## config.mk

```make
export PLATFORM = sky130hd
export DESIGN_NAME = legacy_irq_regs
export DESIGN_NICKNAME = d
export VERILOG_FILES = /design/src/rtl/lic_pkg.sv /design/src/rtl/lic_decode.sv /design/src/rtl/lic_state.sv /design/src/rtl/lic_rsp_pipe.sv /design/src/rtl/legacy_irq_regs.sv
export SDC_FILE = /design/constraint.sdc
export NUM_CORES = 1
export LEC_CHECK = 0
export CAP_MARGIN = 25
export CORE_ASPECT_RATIO = 0.8
export CORE_MARGIN = 1
export CORE_UTILIZATION = 46
export CTS_CLUSTER_SIZE = 10
export DETAILED_ROUTE_END_ITERATION = 10
export PLACE_DENSITY = 0.83
export SKIP_CTS_REPAIR_TIMING = 1
export SLEW_MARGIN = 5
export SYNTH_ARGS = -nofsm -noshare
export SYNTH_HDL_FRONTEND = slang
export SYNTH_SLANG_ARGS = --single-unit
```

## constraint.sdc

```tcl
create_clock -name clk -period 3.2 [get_ports clk]
set_clock_uncertainty 0.05 [all_clocks]
set_input_delay 0.32 -clock clk [delete_from_list [all_inputs] [get_ports clk]]
set_output_delay 0.32 -clock clk [all_outputs]
set_load 0.02 [all_outputs]
```

## src/rtl/lic_pkg.sv

```systemverilog
package lic_pkg;
  localparam int BYTE_W = 8;
  localparam int WIDE_W = 64;
  localparam int IDX_W  = 4;

  localparam logic [7:0] OFS_PSTAT  = 8'h00;
  localparam logic [7:0] OFS_SSTAT  = 8'h01;
  localparam logic [7:0] OFS_PACK   = 8'h08;
  localparam logic [7:0] OFS_SACK   = 8'h09;
  localparam logic [7:0] OFS_PMASK  = 8'h10;
  localparam logic [7:0] OFS_SMASK  = 8'h11;
  localparam logic [7:0] OFS_SPKR   = 8'h30;
  localparam logic [7:0] OFS_KBD    = 8'h40;
  localparam logic [7:0] OFS_DCMD   = 8'h50;
  localparam logic [7:0] OFS_DMSK   = 8'h51;
  localparam logic [7:0] OFS_DRST   = 8'h52;

  localparam logic [7:0] SPKR_HIGH  = 8'h20;

  typedef struct packed {
    logic              valid;
    logic              err;
    logic [WIDE_W-1:0] data;
  } lic_rsp_t;
endpackage

```

## src/rtl/lic_decode.sv

```systemverilog
module lic_decode
  import lic_pkg::*;
#(
  parameter int PEND_W = 8
) (
  input  logic              req_valid,
  input  logic              req_write,
  input  logic              req_wide,
  input  logic [7:0]        req_addr,
  input  logic [PEND_W-1:0] pend_q,
  input  logic [PEND_W-1:0] en_q,
  input  logic [BYTE_W-1:0] smask_q,
  input  logic              timer2_high,
  output logic              wr_pmask,
  output logic              wr_smask,
  output logic              wr_ack,
  output lic_rsp_t          rsp_d
);
  logic              bad;
  logic [BYTE_W-1:0] rd_byte;
  logic              rd_wide_ok;
  logic              sel_pmask;
  logic              sel_smask;
  logic              sel_ack;

  always_comb begin
    bad        = 1'b0;
    rd_byte    = '0;
    rd_wide_ok = 1'b0;
    sel_pmask  = 1'b0;
    sel_smask  = 1'b0;
    sel_ack    = 1'b0;
    if (req_write) begin
      unique case (req_addr)
        OFS_PMASK: sel_pmask = 1'b1;
        OFS_SMASK: sel_smask = 1'b1;
        OFS_PACK:  sel_ack   = 1'b1;
        OFS_SPKR, OFS_KBD, OFS_DCMD, OFS_DMSK, OFS_DRST, OFS_SACK: ;
        default:   bad = 1'b1;
      endcase
      if (req_wide) bad = 1'b1;
    end else begin
      unique case (req_addr)
        OFS_PMASK: rd_byte[PEND_W-1:0] = ~en_q;
        OFS_SMASK: rd_byte = smask_q;
        OFS_PSTAT: begin
          rd_byte[PEND_W-1:0] = pend_q;
          rd_wide_ok          = 1'b1;
        end
        OFS_SSTAT: rd_byte = '0;
        OFS_SPKR:  rd_byte = timer2_high ? SPKR_HIGH : '0;
        default:   bad = 1'b1;
      endcase
      if (req_wide && !rd_wide_ok) bad = 1'b1;
    end
  end

  assign wr_pmask   = req_valid && sel_pmask && !bad;
  assign wr_smask   = req_valid && sel_smask && !bad;
  assign wr_ack     = req_valid && sel_ack   && !bad;

  assign rsp_d.valid = req_valid;
  assign rsp_d.err   = req_valid && bad;
  assign rsp_d.data  = (req_valid && !bad && !req_write)
                       ? {{(WIDE_W-BYTE_W){1'b0}}, rd_byte} : '0;

  always_comb begin
    if (req_valid && !req_write && req_addr == OFS_SSTAT)
      a_r6_sec_status_zero: assert (rsp_d.data == '0);
  end
endmodule

```

## src/rtl/lic_state.sv

```systemverilog
module lic_state
  import lic_pkg::*;
#(
  parameter int PEND_W = 8
) (
  input  logic              clk,
  input  logic              rst_n,
  input  logic              wr_pmask,
  input  logic              wr_smask,
  input  logic              wr_ack,
  input  logic [BYTE_W-1:0] wdata,
  input  logic [PEND_W-1:0] post_vec,
  input  logic [PEND_W-1:0] clr_vec,
  output logic [PEND_W-1:0] pend_q,
  output logic [PEND_W-1:0] en_q,
  output logic [BYTE_W-1:0] smask_q,
  output logic              irq_q
);
  logic [PEND_W-1:0] pend_d;
  logic [PEND_W-1:0] en_d;
  logic [PEND_W-1:0] ack_vec;
  logic              irq_d;
  logic [IDX_W-1:0]  ack_idx;

  assign ack_idx = wdata[IDX_W-1:0];

  for (genvar g = 0; g < PEND_W; g++) begin : g_ack
    assign ack_vec[g] = wr_ack && (ack_idx == IDX_W'(g));
  end

  always_comb begin
    pend_d = (pend_q & ~(clr_vec | ack_vec)) | post_vec;
    en_d   = wr_pmask ? ~wdata[PEND_W-1:0] : en_q;
    irq_d  = |(pend_d & en_d);
  end

  always_ff @(posedge clk or negedge rst_n) begin
    if (!rst_n) begin
      pend_q <= '0;
      en_q   <= '1;
      irq_q  <= 1'b0;
    end else begin
      pend_q <= pend_d;
      en_q   <= en_d;
      irq_q  <= irq_d;
    end
  end

  always_ff @(posedge clk or negedge rst_n) begin
    if (!rst_n)        smask_q <= '0;
    else if (wr_smask) smask_q <= wdata;
  end

  a_r3_level_tracks: assert property (@(posedge clk) disable iff (!rst_n)
    irq_q == |(pend_q & en_q));
  a_r5_post_wins: assert property (@(posedge clk) disable iff (!rst_n)
    (post_vec != '0) |=> ((pend_q & $past(post_vec)) == $past(post_vec)));
  a_r5_clear_drops: assert property (@(posedge clk) disable iff (!rst_n)
    ((clr_vec & ~post_vec) != '0) |=> ((pend_q & $past(clr_vec & ~post_vec)) == '0));
  a_r2_mask_inverted: assert property (@(posedge clk) disable iff (!rst_n)
    wr_pmask |=> (en_q == ~$past(wdata[PEND_W-1:0])));
endmodule

```

## src/rtl/lic_rsp_pipe.sv

```systemverilog
module lic_rsp_pipe
  import lic_pkg::*;
#(
  parameter int RSP_LAT = 2
) (
  input  logic     clk,
  input  logic     rst_n,
  input  lic_rsp_t rsp_d,
  output lic_rsp_t rsp_q
);
  lic_rsp_t stage_q [RSP_LAT];

  for (genvar s = 0; s < RSP_LAT; s++) begin : g_stage
    lic_rsp_t stage_d;
    if (s == 0) begin : g_first
      assign stage_d = rsp_d;
    end else begin : g_next
      assign stage_d = stage_q[s-1];
    end
    always_ff @(posedge clk or negedge rst_n) begin
      if (!rst_n) stage_q[s] <= '0;
      else        stage_q[s] <= stage_d;
    end
  end

  assign rsp_q = stage_q[RSP_LAT-1];

  a_r10_err_no_data: assert property (@(posedge clk) disable iff (!rst_n)
    rsp_q.err |-> (rsp_q.valid && rsp_q.data == '0));
endmodule

```

## src/rtl/legacy_irq_regs.sv

```systemverilog
module legacy_irq_regs
  import lic_pkg::*;
#(
  parameter int PEND_W  = 8,
  parameter int RSP_LAT = 2
) (
  input  logic              clk,
  input  logic              rst_n,
  input  logic              req_valid,
  input  logic              req_write,
  input  logic              req_wide,
  input  logic [7:0]        req_addr,
  input  logic [BYTE_W-1:0] req_wdata,
  output logic              rsp_valid,
  output logic [WIDE_W-1:0] rsp_rdata,
  output logic              rsp_err,
  input  logic [PEND_W-1:0] post_vec,
  input  logic [PEND_W-1:0] clr_vec,
  input  logic              timer2_high,
  output logic              irq_out
);
  logic              rst_meta_q;
  logic              rst_sync_q;
  logic              wr_pmask;
  logic              wr_smask;
  logic              wr_ack;
  logic [PEND_W-1:0] pend_q;
  logic [PEND_W-1:0] en_q;
  logic [BYTE_W-1:0] smask_q;
  lic_rsp_t          rsp_d;
  lic_rsp_t          rsp_q;

  always_ff @(posedge clk or negedge rst_n) begin
    if (!rst_n) begin
      rst_meta_q <= 1'b0;
      rst_sync_q <= 1'b0;
    end else begin
      rst_meta_q <= 1'b1;
      rst_sync_q <= rst_meta_q;
    end
  end

  lic_decode #(.PEND_W(PEND_W)) u_decode (
    .req_valid   (req_valid),
    .req_write   (req_write),
    .req_wide    (req_wide),
    .req_addr    (req_addr),
    .pend_q      (pend_q),
    .en_q        (en_q),
    .smask_q     (smask_q),
    .timer2_high (timer2_high),
    .wr_pmask    (wr_pmask),
    .wr_smask    (wr_smask),
    .wr_ack      (wr_ack),
    .rsp_d       (rsp_d)
  );

  lic_state #(.PEND_W(PEND_W)) u_state (
    .clk      (clk),
    .rst_n    (rst_sync_q),
    .wr_pmask (wr_pmask),
    .wr_smask (wr_smask),
    .wr_ack   (wr_ack),
    .wdata    (req_wdata),
    .post_vec (post_vec),
    .clr_vec  (clr_vec),
    .pend_q   (pend_q),
    .en_q     (en_q),
    .smask_q  (smask_q),
    .irq_q    (irq_out)
  );

  lic_rsp_pipe #(.RSP_LAT(RSP_LAT)) u_rsp (
    .clk   (clk),
    .rst_n (rst_sync_q),
    .rsp_d (rsp_d),
    .rsp_q (rsp_q)
  );

  assign rsp_valid = rsp_q.valid;
  assign rsp_err   = rsp_q.err;
  assign rsp_rdata = rsp_q.data;
endmodule

```

==> flow_metrics.tcl, run 1 <==
set metrics [dict create \
    port_buffers 48 \
    ff2ff_setup_slack_ns 1.97 \
    setup_tns_ns 0 \
    gp_congestion 0.919 \
    dp_hpwl_um 3930 \
    boundaryPins 105 \
    coreArea_sq_mm 0.00515 \
    cp-startpoint "req_addr[3]" \
    path_clk_slew_ns 0.09 \
    die-area_sq_mm 0.00583 \
    slew_viol_final 0 \
    critPathMaxFanout 9 \
    die_y_um 68.5 \
    seq_area_frac_synth 0.467 \
    cap_violations 0 \
    avgSynthCellArea_sq_um 10.5 \
    fillers 440 \
    pre_cts_ws_ns 0.798 \
    ys.flop_type "dfrtp_1" \
    use_met2 0.284 \
    die_w_um 85.1 \
    ir_worst_vdd_mv 0.182 \
    grt_pass1_wl_um 8540 \
    path_class "in2reg" \
    top_usage_layer "met2" \
    vias_per_cell 5.09 \
    cts_buffers 5 \
    cts-root-buf "clkbuf_8" \
    syn_area_sq_mm 0.00254 \
    cp_data_required_time_ns 3.33 \
    r2r_cells 5 \
    grt_usage 0.202 \
    vias 1808 \
    grt_pass1_vias 1687 \
    hold_violations 0 \
    clock.fmax_mhz 469 \
    cp.arrival_ns 2.26 \
    cp-end-kind "flip-flop" \
    ys_seq_elements 47 \
    insertedDiodeCount 0 \
    firstDrtPassIters 4 \
    cpMaxStageDelayCell "clkdlybuf4s50_1" \
    power_density_mw_per_mm2 408 \
    r2r-end "u_rsp.g_stage[1].stage_d[5]" \
    synth_area_leaders "dfrtp_1 (38%), buf_4 (17%), dfstp_2 (8.3%), mux2_4 (4.7%), a31oi_1 (4.4%)" \
    wirelength_um 5470 \
    status "finished clean" \
    setup_ws_ns 1.07 \
    synth.largest_area_cell "dfrtp_1" \
    areaGrowthSynthToFinish_pct 17.1 \
    cts_tree "done" \
    synthCells 242 \
    clock_sink_count 47 \
    yosys_warnings 0 \
    rows 23 \
    yosysMostFrequentCell "buf_4" \
    wl_per_cell_um 15.4 \
    fin_crit_sh 0.666 \
    cp_cell_sequence "clkdlybuf4s50_1 -> nor4b_2 -> and2_1 -> buf_4 -> a31oi_1 -> a22oi_1 -> nand4_1" \
    crit_end "u_state.irq_q" \
    min_period_ns 2.13 \
    grt_util_met3 0.0583 \
    worstSetupStartpointType "primary input" \
    antenna_found_initial 0 \
    yosys.area.top_type_share 0.384 \
    setup_viol 0 \
    clk_latency_ns 0.31 \
    cts_buffer_depth 2 \
    crit_path_max_incr_delay_ns 0.60 \
    drive_gt1_frac 0.133 \
    worst_slew_pin_slew_ns 0.599 \
    min_path_type "in2async" \
    rsz0062_at_grt "no" \
    maxSlewHeadroom 0.595 \
    nNetsFinal 330 \
    grt_overflow 0 \
    h-tree-depth 2 \
    ys_top_cells_by_count "buf_4 (57), dfrtp_1 (39), a31oi_1 (18), nor2_1 (13), inv_1 (12)" \
    gr-usage-met1 0.276 \
    drtIter0Drc 172 \
    synth.distinct_cells 43 \
    drc 0 \
    regToRegStartpoint "u_state.en_q[5]" \
    synth-edff-count 0 \
    synth-async-reset-ratio 1.00 \
    antenna_left 0 \
    grt_max_degree 46 \
    p_leak_nw 1.32 \
    initial_core_util 0.494 \
]
==> report_power, final <==
part	switching (mW)	internal [mW]
clock	0.201	0.196
sequential	0.0114	0.612
combinational	0.124	0.0697
total	0.336	0.878
==> worst max-delay path, delay by kind of cell <==
family                 cells  cell delay [ns]
and+or+nand+nor            3             0.74
buffers and inverters      2             0.83
AOI/OAI and AO/OA          2             0.37
==> per-stage QoR <==
stage | hold slack, ns | total power [mW] | cells | area [sq um] | util
after global routing | 0.108 | 1.27 | 355 | 2980 | 0.578
after global placement | 0.282 | 0.819 | 346 | 2850 | 0.554
after detailed placement | 0.285 | 0.821 | 346 | 2850 | 0.554
after CTS | 0.106 | 1.22 | 354 | 2960 | 0.574
final | 0.110 | 1.21 | 355 | 2980 | 0.578
after floorplan | -0.0256 | 0.792 | 297 | 2750 | -
==> cells in the final DEF, fill, tap and decap left out, types with 3 or more instances in the layout <==
master	netlist	routed
a31oi_1	18	18
clkbuf_8	0	7
dfstp_2	8	8
a41oi_1	3	3
clkdlybuf4s50_1	0	48
inv_1	12	12
nand2_1	10	10
dfrtp_1	39	38
conb_1	2	57
nor2_1	13	13
o21ai_0	9	9
a21oi_1	8	8
mux2_4	8	8
buf_4	57	4
a22oi_1	11	11
==> how the worst min path moves through the flow <==
stage                                startpoint             end  slack (ns)
finish                                    rst_n      rst_sync_q        0.11
global route                              rst_n      rst_meta_q        0.11
CTS                                       rst_n      rst_sync_q        0.11
detailed placement  u_rsp.g_stage[1].stage_d[2]  u_rsp.rsp_q[2]        0.28
global placement    u_rsp.g_stage[1].stage_d[1]  u_rsp.rsp_q[1]        0.28
floorplan                                 rst_n      rst_meta_q       -0.03
==> flip-flops by register name (all words and copies together) (netlist names) <==
register / flops
rst_meta_q: 1
u_state.pend_q: 8
u_state.irq_q: 1
u_rsp.g_stage.stage_d: 10
u_state.smask_q: 8
u_rsp.rsp_q: 10
u_state.en_q: 8
rst_sync_q: 1
==> cell type report <==
type                            instances  area [sq um]  share of cell area
Multi-Input combinational cell        172          1030               0.346
Clock inverter                          1          7.51             0.00252
Timing Repair Buffer                   53           531               0.178
Sequential cell                        47          1190               0.399
Inverter                               13          48.8              0.0164
Tap cell                               62          77.6              0.0261
Clock buffer                            7          96.3              0.0324
==> cells by family (layout without fill, tap and decap cells) <==
| family | Yosys count | count (layout) | synth area share |
|---|---|---|---|
| flip-flops | 47 | 47 | 0.467 |
| other | 2 | 57 | 0.00295 |
| buffers and inverters | 78 | 74 | 0.210 |
| AND/OR/NAND/NOR | 50 | 50 | 0.124 |
| adder cells (fa/ha/maj) | 1 | 1 | 0.00394 |
| multiplexers | 10 | 10 | 0.0551 |
| AO/OA/AOI/OAI | 54 | 54 | 0.138 |
==> metal layers <==
metal	up-vias	share of wire	routed length, um
li1	833	-	-
met1	855	0.43	2380
met2	101	0.44	2390
met3	19	0.098	534
met4	0	0.032	177
met5	-	0	0
(Power assumes the default switching activity.)
==> inputs of run 2 (changes only) <==
--- a/config.mk
+++ b/config.mk
@@ -8,10 +8,10 @@
 export CAP_MARGIN = 25
 export CORE_ASPECT_RATIO = 0.8
 export CORE_MARGIN = 1
-export CORE_UTILIZATION = 46
+export CORE_UTILIZATION = 43
 export CTS_CLUSTER_SIZE = 10
 export DETAILED_ROUTE_END_ITERATION = 10
-export PLACE_DENSITY = 0.83
+export PLACE_DENSITY = 0.78
 export SKIP_CTS_REPAIR_TIMING = 1
 export SLEW_MARGIN = 5
 export SYNTH_ARGS = -nofsm -noshare
==> constraint.sdc (replaced) <==
create_clock -name clk -period 2.2 [get_ports clk]
set_clock_uncertainty 0.05 [all_clocks]
set_input_delay 0.22 -clock clk [delete_from_list [all_inputs] [get_ports clk]]
set_output_delay 0.22 -clock clk [all_outputs]
set_load 0.02 [all_outputs]
==> flow_metrics.tcl, run 2 (synthesis results as in run 1) <==
set metrics [dict create \
    fin_crit_sh 0.879 \
    clock.fmax_mhz 517 \
    grt_pass1_wl_um 8180 \
    worst_slew_pin_slew_ns 0.575 \
    grt_usage 0.175 \
    ir_worst_vdd_mv 0.379 \
    critPathMaxFanout 4 \
    p_leak_nw 1.39 \
    gp_congestion 0.896 \
    nNetsFinal 341 \
    die-area_sq_mm 0.00623 \
    postPlaceCellArea_sq_mm 0.00298 \
    initial_core_util 0.455 \
    cp_data_required_time_ns 2.32 \
    cap_violations 0 \
    antenna_found_initial 0 \
    path_class "in2reg" \
    wl_per_cell_um 13.7 \
    power_density_mw_per_mm2 617 \
    grt_max_degree 28 \
    die_y_um 70.8 \
    status "finished clean" \
    design_area_sq_mm 0.00311 \
    drc 0 \
    insertedDiodeCount 0 \
    cts_tree "done" \
    rows 24 \
    cts-root-buf "clkbuf_8" \
    r2r-end "u_rsp.g_stage[1].stage_d[5]" \
    min_path_type "in2async" \
    clk_latency_ns 0.30 \
    drtIter0Drc 116 \
    use_met2 0.263 \
    cp.arrival_ns 2.06 \
    grt_util_met3 0.0362 \
    maxSlewHeadroom 0.617 \
    path_clk_slew_ns 0.09 \
    setup_viol 0 \
    cts_buffer_depth 2 \
    h-tree-depth 2 \
    regToRegStartpoint "u_state.en_q[5]" \
    worstSetupStartpointType "primary input" \
    drive_gt1_frac 0.164 \
    vias 1841 \
    vias_per_cell 4.82 \
    top_usage_layer "met2" \
    clock_sink_count 47 \
    dp_hpwl_um 4100 \
    final_cell_mix "conb_1 (57), clkdlybuf4s50_1 (48), dfrtp_1 (38)" \
    cp-end-kind "flip-flop" \
    boundaryPins 105 \
    firstDrtPassIters 4 \
    slew_viol_final 0 \
    r2r_cells 5 \
    min_period_ns 1.93 \
    wirelength_um 5250 \
    die_w_um 88.0 \
    ff2ff_setup_slack_ns 0.91 \
    setup_tns_ns 0 \
    setup_ws_ns 0.265 \
    layout_commonest_cell "conb_1" \
    areaGrowthSynthToFinish_pct 22.4 \
    antenna_left 0 \
    pre_cts_ws_ns -0.00161 \
    coreArea_sq_mm 0.00559 \
    grt_pass1_vias 1687 \
    rsz0062_at_grt "no" \
    port_buffers 48 \
    grt_overflow 0 \
    hold_violations 0 \
    cts_buffers 5 \
    gr-usage-met1 0.248 \
]
[run 2: cell types whose count changed in the layout (fill, tap and decap cells not counted)]
| cell | delta |
|---|---|
| buf_4 | +11 |
| clkbuf_8 | -2 |
| bufinv_16 | +2 |
[run 2: per-stage QoR]
stage                     power, mW  utilization  hold slack [ns]  std cells
final                          1.92        0.557           0.0325        382
after floorplan                1.15            -           -0.126        297
after detailed placement       1.20        0.533            0.233        374
after global placement         1.20        0.533            0.230        374
after global routing           2.00        0.557           0.0265        382
after CTS                      1.94        0.557           0.0254        382
[run 2: area by class of cell]
class / instances / area, sq um
multi-input cells: 172 / 1030
inverters: 13 / 48.8
well taps: 78 / 97.6
fillers: 515 / 2470
clock buffers: 5 / 68.8
clock inverters: 3 / 67.6
flip-flops and latches: 47 / 1190
repair buffers: 64 / 613
[run 2: worst max-delay path by stage]
stage	start	endpoint	slack, ns	cells after the start
floorplan	req_addr[6]	u_state.smask_q[0]	0.66	6
global placement	req_addr[6]	u_state.irq_q	0.05	7
detailed placement	req_addr[6]	u_state.irq_q	-0.002	7
CTS	req_addr[6]	u_state.irq_q	0.32	7
global route	req_addr[6]	u_state.irq_q	0.14	7
finish	req_addr[6]	u_state.irq_q	0.27	7
[run 2: worst max-delay path, stage by stage]
cell	delay, ns
clkdlybuf4s50_1	0.48
nor4_1	0.31
buf_4	0.17
and3b_1	0.26
a41oi_1	0.23
a22oi_1	0.27
nand4_1	0.12
[run 2: where the power goes]
group          leakage, nW  switching (mW)  internal, mW
Combinational        0.740           0.175         0.108
Sequential           0.584          0.0194         0.889
Clock               0.0644           0.278         0.453
Total                 1.39           0.472          1.45
[run 2: metal layers]
layer | wire (um) | vias to the layer above
met5 | 0 | -
met4 | 75 | 0
met3 | 427 | 8
met2 | 2450 | 92
met1 | 2290 | 883
li1 | - | 858
